===== src/rtl/dtt_pkg.sv =====
// Shared types for the discard timer. Assumes nothing beyond IEEE 1800-2017.
package dtt_pkg;
    // Watcher progress: no count, waiting for first tick, waiting for second tick.
    typedef enum logic [1:0] {
        W_IDLE  = 2'd0,
        W_ARMED = 2'd1,
        W_HALF  = 2'd2
    } watch_state_e;
endpackage


===== src/rtl/dtt_prescaler.sv =====
// Free-running prescaler. It emits a tick on the last count of either the long
// or the short period. Assumes SHORT_SHIFT <= LONG_SHIFT, so both periods stay
// aligned to one counter.
module dtt_prescaler #(
    parameter int LONG_SHIFT  = 15,
    parameter int SHORT_SHIFT = 10
) (
    input  logic clk,
    input  logic rst_n,
    input  logic sel_short,
    output logic tick_o
);
    localparam logic [LONG_SHIFT-1:0] LONG_MASK  = {LONG_SHIFT{1'b1}};
    localparam logic [LONG_SHIFT-1:0] SHORT_MASK = LONG_MASK >> (LONG_SHIFT - SHORT_SHIFT);

    logic [LONG_SHIFT-1:0] cnt_q;
    logic                  tick_long;
    logic                  tick_short;

    // Advance the prescaler on every clock; reset to zero.
    always_ff @(posedge clk) begin
        if (!rst_n) cnt_q <= '0;
        else        cnt_q <= cnt_q + 1'b1;
    end

    // Detect the end of the selected period.
    always_comb begin
        tick_long  = (cnt_q == LONG_MASK);
        tick_short = ((cnt_q & SHORT_MASK) == SHORT_MASK);
        tick_o     = sel_short ? tick_short : tick_long;
    end

    // Parameter sanity check at elaboration time.
    initial begin
        if (SHORT_SHIFT > LONG_SHIFT || SHORT_SHIFT < 1)
            $error("dtt_prescaler: SHORT_SHIFT out of range");
    end

    // The long tick implies the short tick, so ticks never leave the common grid.
    p_tick_nested_r4: assert property (@(posedge clk) disable iff (!rst_n)
        tick_long |-> tick_short);
endmodule


===== src/rtl/dtt_watch.sv =====
// Watches the head entry and flags expiry on the second prescaler tick after
// counting starts. Assumes retry_seen and head_valid are synchronous to clk.
// A retry or a departing head entry at the expiry edge wins over expiry.
module dtt_watch
    import dtt_pkg::*;
(
    input  logic clk,
    input  logic rst_n,
    input  logic head_valid,
    input  logic retry_seen,
    input  logic tick,
    input  logic strobe_busy,
    output logic expire_now
);
    watch_state_e state_q, state_d;
    logic         keep;

    // Next-state selection and the expiry decision.
    always_comb begin
        keep       = head_valid && !retry_seen;
        state_d    = state_q;
        expire_now = 1'b0;
        unique case (state_q)
            W_IDLE:  if (keep && !strobe_busy) state_d = W_ARMED;
            W_ARMED: if (!keep) state_d = W_IDLE;
                     else if (tick) state_d = W_HALF;
            W_HALF:  if (!keep) state_d = W_IDLE;
                     else if (tick) begin
                         state_d    = W_IDLE;
                         expire_now = 1'b1;
                     end
            default: state_d = W_IDLE;
        endcase
    end

    // Hold the watcher state.
    always_ff @(posedge clk) begin
        if (!rst_n) state_q <= W_IDLE;
        else        state_q <= state_d;
    end

    p_retry_stops_r5: assert property (@(posedge clk) disable iff (!rst_n)
        retry_seen |=> (state_q == W_IDLE));
    p_head_gone_stops_r6: assert property (@(posedge clk) disable iff (!rst_n)
        !head_valid |=> (state_q == W_IDLE));
    p_no_rearm_busy_r11: assert property (@(posedge clk) disable iff (!rst_n)
        (state_q == W_IDLE && strobe_busy) |=> (state_q == W_IDLE));
endmodule


===== src/rtl/dtt_report.sv =====
// Registers the expiry outputs: the discard strobe, the gated error pulse and
// the sticky write-one-to-clear status flag. A set wins over a clear.
module dtt_report (
    input  logic clk,
    input  logic rst_n,
    input  logic expire_now,
    input  logic err_en,
    input  logic status_w1c,
    output logic discard_o,
    output logic sys_err_o,
    output logic status_o
);
    logic discard_q;
    logic sys_err_q;
    logic status_q;

    // Register the one-cycle strobe and the enabled error pulse.
    always_ff @(posedge clk) begin
        if (!rst_n) begin
            discard_q <= 1'b0;
            sys_err_q <= 1'b0;
        end else begin
            discard_q <= expire_now;
            sys_err_q <= expire_now && err_en;
        end
    end

    // Sticky status: set on expiry, cleared by a write of one.
    always_ff @(posedge clk) begin
        if (!rst_n)          status_q <= 1'b0;
        else if (expire_now) status_q <= 1'b1;
        else if (status_w1c) status_q <= 1'b0;
    end

    assign discard_o = discard_q;
    assign sys_err_o = sys_err_q;
    assign status_o  = status_q;

    p_one_cycle_r7: assert property (@(posedge clk) disable iff (!rst_n)
        discard_o |=> !discard_o);
    p_status_follows_r8: assert property (@(posedge clk) disable iff (!rst_n)
        discard_o |-> status_o);
    p_sticky_r8: assert property (@(posedge clk) disable iff (!rst_n)
        (status_o && !status_w1c) |=> status_o);
    p_set_wins_r9: assert property (@(posedge clk) disable iff (!rst_n)
        (expire_now && status_w1c) |=> status_o);
    p_err_with_discard_r10: assert property (@(posedge clk) disable iff (!rst_n)
        sys_err_o |-> discard_o);
endmodule


===== src/rtl/dxq_discard_timer.sv =====
// Top of the delayed-transaction discard timer. It combines the prescaler,
// the head watcher and the output registers. Assumes all inputs are
// synchronous to clk and that the queue pops its head at the end of the
// discard strobe cycle.
module dxq_discard_timer #(
    parameter int LONG_SHIFT  = 15,
    parameter int SHORT_SHIFT = 10
) (
    input  logic clk,
    input  logic rst_n,
    input  logic head_valid,
    input  logic retry_seen,
    input  logic sel_short,
    input  logic err_en,
    input  logic status_w1c,
    output logic discard_o,
    output logic sys_err_o,
    output logic status_o
);
    logic tick;
    logic expire_now;

    dtt_prescaler #(
        .LONG_SHIFT (LONG_SHIFT),
        .SHORT_SHIFT(SHORT_SHIFT)
    ) u_presc (
        .clk      (clk),
        .rst_n    (rst_n),
        .sel_short(sel_short),
        .tick_o   (tick)
    );

    dtt_watch u_watch (
        .clk        (clk),
        .rst_n      (rst_n),
        .head_valid (head_valid),
        .retry_seen (retry_seen),
        .tick       (tick),
        .strobe_busy(discard_o),
        .expire_now (expire_now)
    );

    dtt_report u_report (
        .clk       (clk),
        .rst_n     (rst_n),
        .expire_now(expire_now),
        .err_en    (err_en),
        .status_w1c(status_w1c),
        .discard_o (discard_o),
        .sys_err_o (sys_err_o),
        .status_o  (status_o)
    );

    p_no_head_no_discard_r2: assert property (@(posedge clk) disable iff (!rst_n)
        !head_valid |=> !discard_o);
    p_retry_no_discard_r5: assert property (@(posedge clk) disable iff (!rst_n)
        retry_seen |=> !discard_o);
endmodule


===== config.mk =====
export PLATFORM = sky130hd
export DESIGN_NAME = dxq_discard_timer
export DESIGN_NICKNAME = d
export VERILOG_FILES = /design/src/rtl/dtt_pkg.sv /design/src/rtl/dtt_prescaler.sv /design/src/rtl/dtt_watch.sv /design/src/rtl/dtt_report.sv /design/src/rtl/dxq_discard_timer.sv
export SDC_FILE = /design/constraint.sdc
export NUM_CORES = 1
export LEC_CHECK = 0
export ABC_AREA = 0
export BUFFER_PORTS_ARGS = -buffer_cell sky130_fd_sc_hd__buf_2
export CAP_MARGIN = 20
export CORE_ASPECT_RATIO = 1.1
export CORE_MARGIN = 1.5
export CORE_UTILIZATION = 29
export CTS_CLUSTER_DIAMETER = 80
export DETAILED_ROUTE_END_ITERATION = 8
export HOLD_SLACK_MARGIN = 0.12
export PLACE_DENSITY = 0.46
export SYNTH_ARGS = -nofsm -noshare
export SYNTH_HDL_FRONTEND = slang
export SYNTH_SLANG_ARGS = --single-unit

===== constraint.sdc =====
create_clock -name clk -period 1.96 [get_ports clk]
set_clock_uncertainty 0.1 [all_clocks]
set_input_delay 0.098 -clock clk [delete_from_list [all_inputs] [get_ports clk]]
set_output_delay 0.098 -clock clk [all_outputs]
set_load 0.01 [all_outputs]

==> PnR_summary.wiki <==
{| class="wikitable"
! Metric !! Value
|-
| Outcome || finished clean
|-
| Minimum setup slack among reg-to-reg paths || 0.18 ns
|-
| Buffer and inverter count on the worst path || 0
|-
| Die width || 54.2 um
|-
| Depth of the worst hold-timing path || 1
|-
| CP endpoint kind || flip-flop
|-
| Area fraction in compound gates after synthesis || 0.0972
|-
| Slew at the pin closest to its max-slew limit || between 0.4 and 0.5 ns
|-
| Share of layout cells above drive strength 1 || 0.167
|-
| Fraction of synthesized area in multiplexers || 0
|-
| Synth Area in XOR/XNOR || 0.0942
|-
| Proportion of total power due to net switching || 0.215
|-
| Sequence of cells on the critical path || nand3_4 -> or4_4 -> or3_1 -> a21oi_1
|-
| Multi-input logic area || 418 um^2
|-
| Worst-path maximum fanout || 10
|-
| Fillers || 298
|-
| Routed metal-1 wirelength || 745 um
|-
| Floorplan die area || 3220 um^2
|-
| Internal power contribution || approximately 550 uW
|-
| Crit start category || flip-flop
|-
| Summed negative setup slack over all endpoints || 0 ns
|-
| Peak Freq || 563 MHz
|-
| Clk_lat worst skew || 0.30 ns
|-
| Cell type contributing the most total cell area after synthesis || dfxtp_1
|-
| Number of cells traversed by the worst register-to-register path || 4
|-
| Slowest stage cell on the critical path || or4_4
|-
| H-Tree Level Count || 1
|-
| Post-Synthesis Cells || 94
|-
| Final worst path period share || 0.906
|-
| Critical path start-end classification || reg -> reg
|-
| Highest metal layer used by the detailed router || met4
|-
| Core Region || 2750 um^2
|-
| Startpoint of the worst register-to-register path || u_presc.cnt_q[2]$_SDFF_PN0_
|-
| Hold endpoint || u_presc.cnt_q[0]$_SDFF_PN0_
|-
| Leading cell types in the layout, fill and taps excluded || dfxtp_1, nor2_1, buf_2
|-
| Power density normalized to cell area || roughly 670 nW/um^2
|-
| Leading cell type in the layout, fill and taps excluded || dfxtp_1
|-
| Footprint of the flip-flops and latches || 400 um^2
|-
| Final WL || between 1500 and 2000 um
|-
| Headroom to the max-slew limit || 0.713
|-
| Number of buffers between clock root and the deepest sink || 2
|-
| Largest family of logic cells by synthesized area || simple AND/OR/NAND/NOR gates
|-
| Per-instance average area after synthesis || about 8.9 um^2
|-
| Height of the die || 59.3 um
|-
| Area growth syn-to-layout || 23.5%
|-
| Pleak || ~0.00036 uW
|-
| Initial core utilization || 0.304
|-
| First-pass GRT wire length || 2750 um
|-
| Area contributors post-synth || dfxtp_1, xnor2_1, nor2_1, o21ai_0, nand2_1
|-
| Distinct cells, synth || 26
|-
| Via count of the first global-routing pass || 654
|-
| Number of warnings printed during yosys synthesis || 0
|-
| Number of port buffers || 9
|-
| Count of endpoints failing setup in the final report || 0
|-
| Initial antenna violation count || 0
|-
| Via-per-instance ratio || 4.57
|-
| Synthesized Nets || 102
|-
| VDD IR-drop max || ~0.32 mV
|-
| Portion of total power attributed to the clock network || 0.347
|-
| Net load switching power || around 150 uW
|-
| Number of maximum-capacitance violations || 0
|-
| Setup WS pre-CTS || 0.219 ns
|-
| Number of pins with negative max-slew slack in the final report || 0
|-
| Crit-path leading delay family || simple AND/OR/NAND/NOR gates
|-
| Clock tree root buffer cell || clkbuf_4
|-
| FF+latch count, synth || 20
|-
| Hold Startpoint || u_presc.cnt_q[0]$_SDFF_PN0_
|-
| Post-Synth Adder-Cell Area || 0.0149
|-
| Simple-gate share of the synthesized area || 0.293
|-
| Detail-routed net length per standard cell || 10.8 um
|-
| Worst-case setup margin in the final layout || 0.185 ns
|-
| Clock tree from TritonCTS || done
|-
| Sequential element share of the synthesized area || 0.478
|-
| Ant. Diodes || 0
|-
| DP HPWL || 1110 um
|-
| Starting DRT DRC Count || 18
|-
| Wire length on met3 || 41 um
|-
| Maximum number of pins on one net before global-route repair || 15
|-
| Post-synth top area share || 0.478
|-
| Tot GR Track Use || 0.121
|-
| Netlist area before placement || 837 um^2
|-
| CTS clock-pin slew for the worst setup and hold paths || 0.12 ns
|-
| Total number of vias || 672
|-
| Number of rows in the core area || 20
|-
| Post CTS Setup Buffer Count || 0
|-
| Total clock buffers created by CTS || 3
|-
| Path type of the worst min-delay path || reg -> reg
|-
| Critical Path Max Stage Delay || 0.55 ns
|-
| Count of boundary I/O pins || 10
|-
| Worst EP arrival || 1.91 ns
|-
| DRC viols || 0
|-
| GPL Wtd Cong || between 0.7 and 0.8
|-
| Detail Route met2 WL || 789 um
|-
| Logic pwr share || 0.051
|-
| Setup repair after global routing missed its margin || no
|-
| Post-route antenna net violation count || 0
|-
| Final Critical Period || 1.78 ns
|-
| Count of endpoints failing hold in the final timing report || 0
|-
| Final layout net count || 123
|-
| Clock Sinks || 20
|-
| Reg-to-reg endpoint || u_presc.cnt_q[11]$_SDFF_PN0_
|-
| Required time of the worst setup path || 2.09 ns
|-
| Grt ovf || 0
|-
| Relative contribution of sequential cells to total power || 0.602
|-
| Number of iterations in the first detailed-routing pass || 4
|}
## cell usage after synthesis
cell,instances
nor3_1,2
nor3b_1,1
or4_4,1
a41o_1,1
nand2_1,8
inv_1,4
or3_2,2
xor2_1,3
or3_1,2
clkbuf_1,1
and2_1,2
nand4_1,3
nand3_4,1
a21boi_0,1
ha_1,1
nor4_1,3
o21bai_1,1
a21oi_1,4
nand3b_1,2
nor2_1,13
o21ai_0,6
and3_2,1
a31oi_1,1
dfxtp_1,20
nand3_1,4
xnor2_1,6
## power groups by stage
stage / logic (uW) / registers, uW / clock network, uW
finish: 35.4 / 418 / 242
global route: 38.9 / 420 / 275
CTS: 35.9 / 418 / 254
detailed placement: 25.6 / 428 / 0
global placement: 26.0 / 427 / 0
floorplan: 15.9 / 427 / 0
## routing by layer
| metal | vias up | global-route usage |
|---|---|---|
| met5 | - | 0 |
| met4 | 0 | 0.0750 |
| met3 | 2 | 0.0303 |
| met2 | 9 | 0.196 |
| met1 | 294 | 0.139 |
| li1 | 367 | - |
## through the flow
stage | instances | util | total power [uW] | area (um^2) | hold slack [ns]
detailed placement | 136 | 0.337 | 453 | 927 | 0.222
CTS | 147 | 0.375 | 709 | 1030 | 0.381
floorplan | 94 | - | 443 | 837 | 0.112
global placement | 136 | 0.337 | 453 | 927 | 0.217
finish | 147 | 0.375 | 695 | 1030 | 0.378
global route | 147 | 0.375 | 734 | 1030 | 0.404
## worst max-delay path by stage
stage	start	end	cells past startpoint
after floorplan	u_presc.cnt_q[2]$_SDFF_PN0_	u_presc.cnt_q[11]$_SDFF_PN0_	4
after global placement	u_presc.cnt_q[2]$_SDFF_PN0_	u_presc.cnt_q[13]$_SDFF_PN0_	4
after detailed placement	u_presc.cnt_q[2]$_SDFF_PN0_	u_presc.cnt_q[11]$_SDFF_PN0_	4
after CTS	u_presc.cnt_q[2]$_SDFF_PN0_	u_presc.cnt_q[13]$_SDFF_PN0_	4
after global routing	u_presc.cnt_q[2]$_SDFF_PN0_	u_presc.cnt_q[11]$_SDFF_PN0_	4
final	u_presc.cnt_q[2]$_SDFF_PN0_	u_presc.cnt_q[11]$_SDFF_PN0_	4
## registers in the layout (all words and copies together), names as in the netlist
register	count
u_presc.cnt_q	15
u_report.status_o	1
u_report.discard_o	1
u_report.sys_err_o	1
u_watch.state_q	2
## timing repair
item                      4_1_cts  5_1_grt
gates resized for setup         0        0
hold buffers                    7        0
hold endpoints to repair        5        0
## cell families (layout without fill, tap and decap cells)
logic type,after synthesis,in the layout
AND/OR/NAND/NOR,45,45
flip-flops,20,20
AO/OA/AOI/OAI,14,14
XOR/XNOR,9,9
buffers and inverters,5,25
adder cells (fa/ha/maj),1,1
## layout make-up
cell class / count / area share
clock buffer: 4 / 0.0351
tap: 33 / 0.0400
multi-input combinational: 69 / 0.404
inverter: 4 / 0.0145
timing repair buffer: 17 / 0.119
sequential: 20 / 0.387
Note: power is estimated with default switching activity, not from simulation.
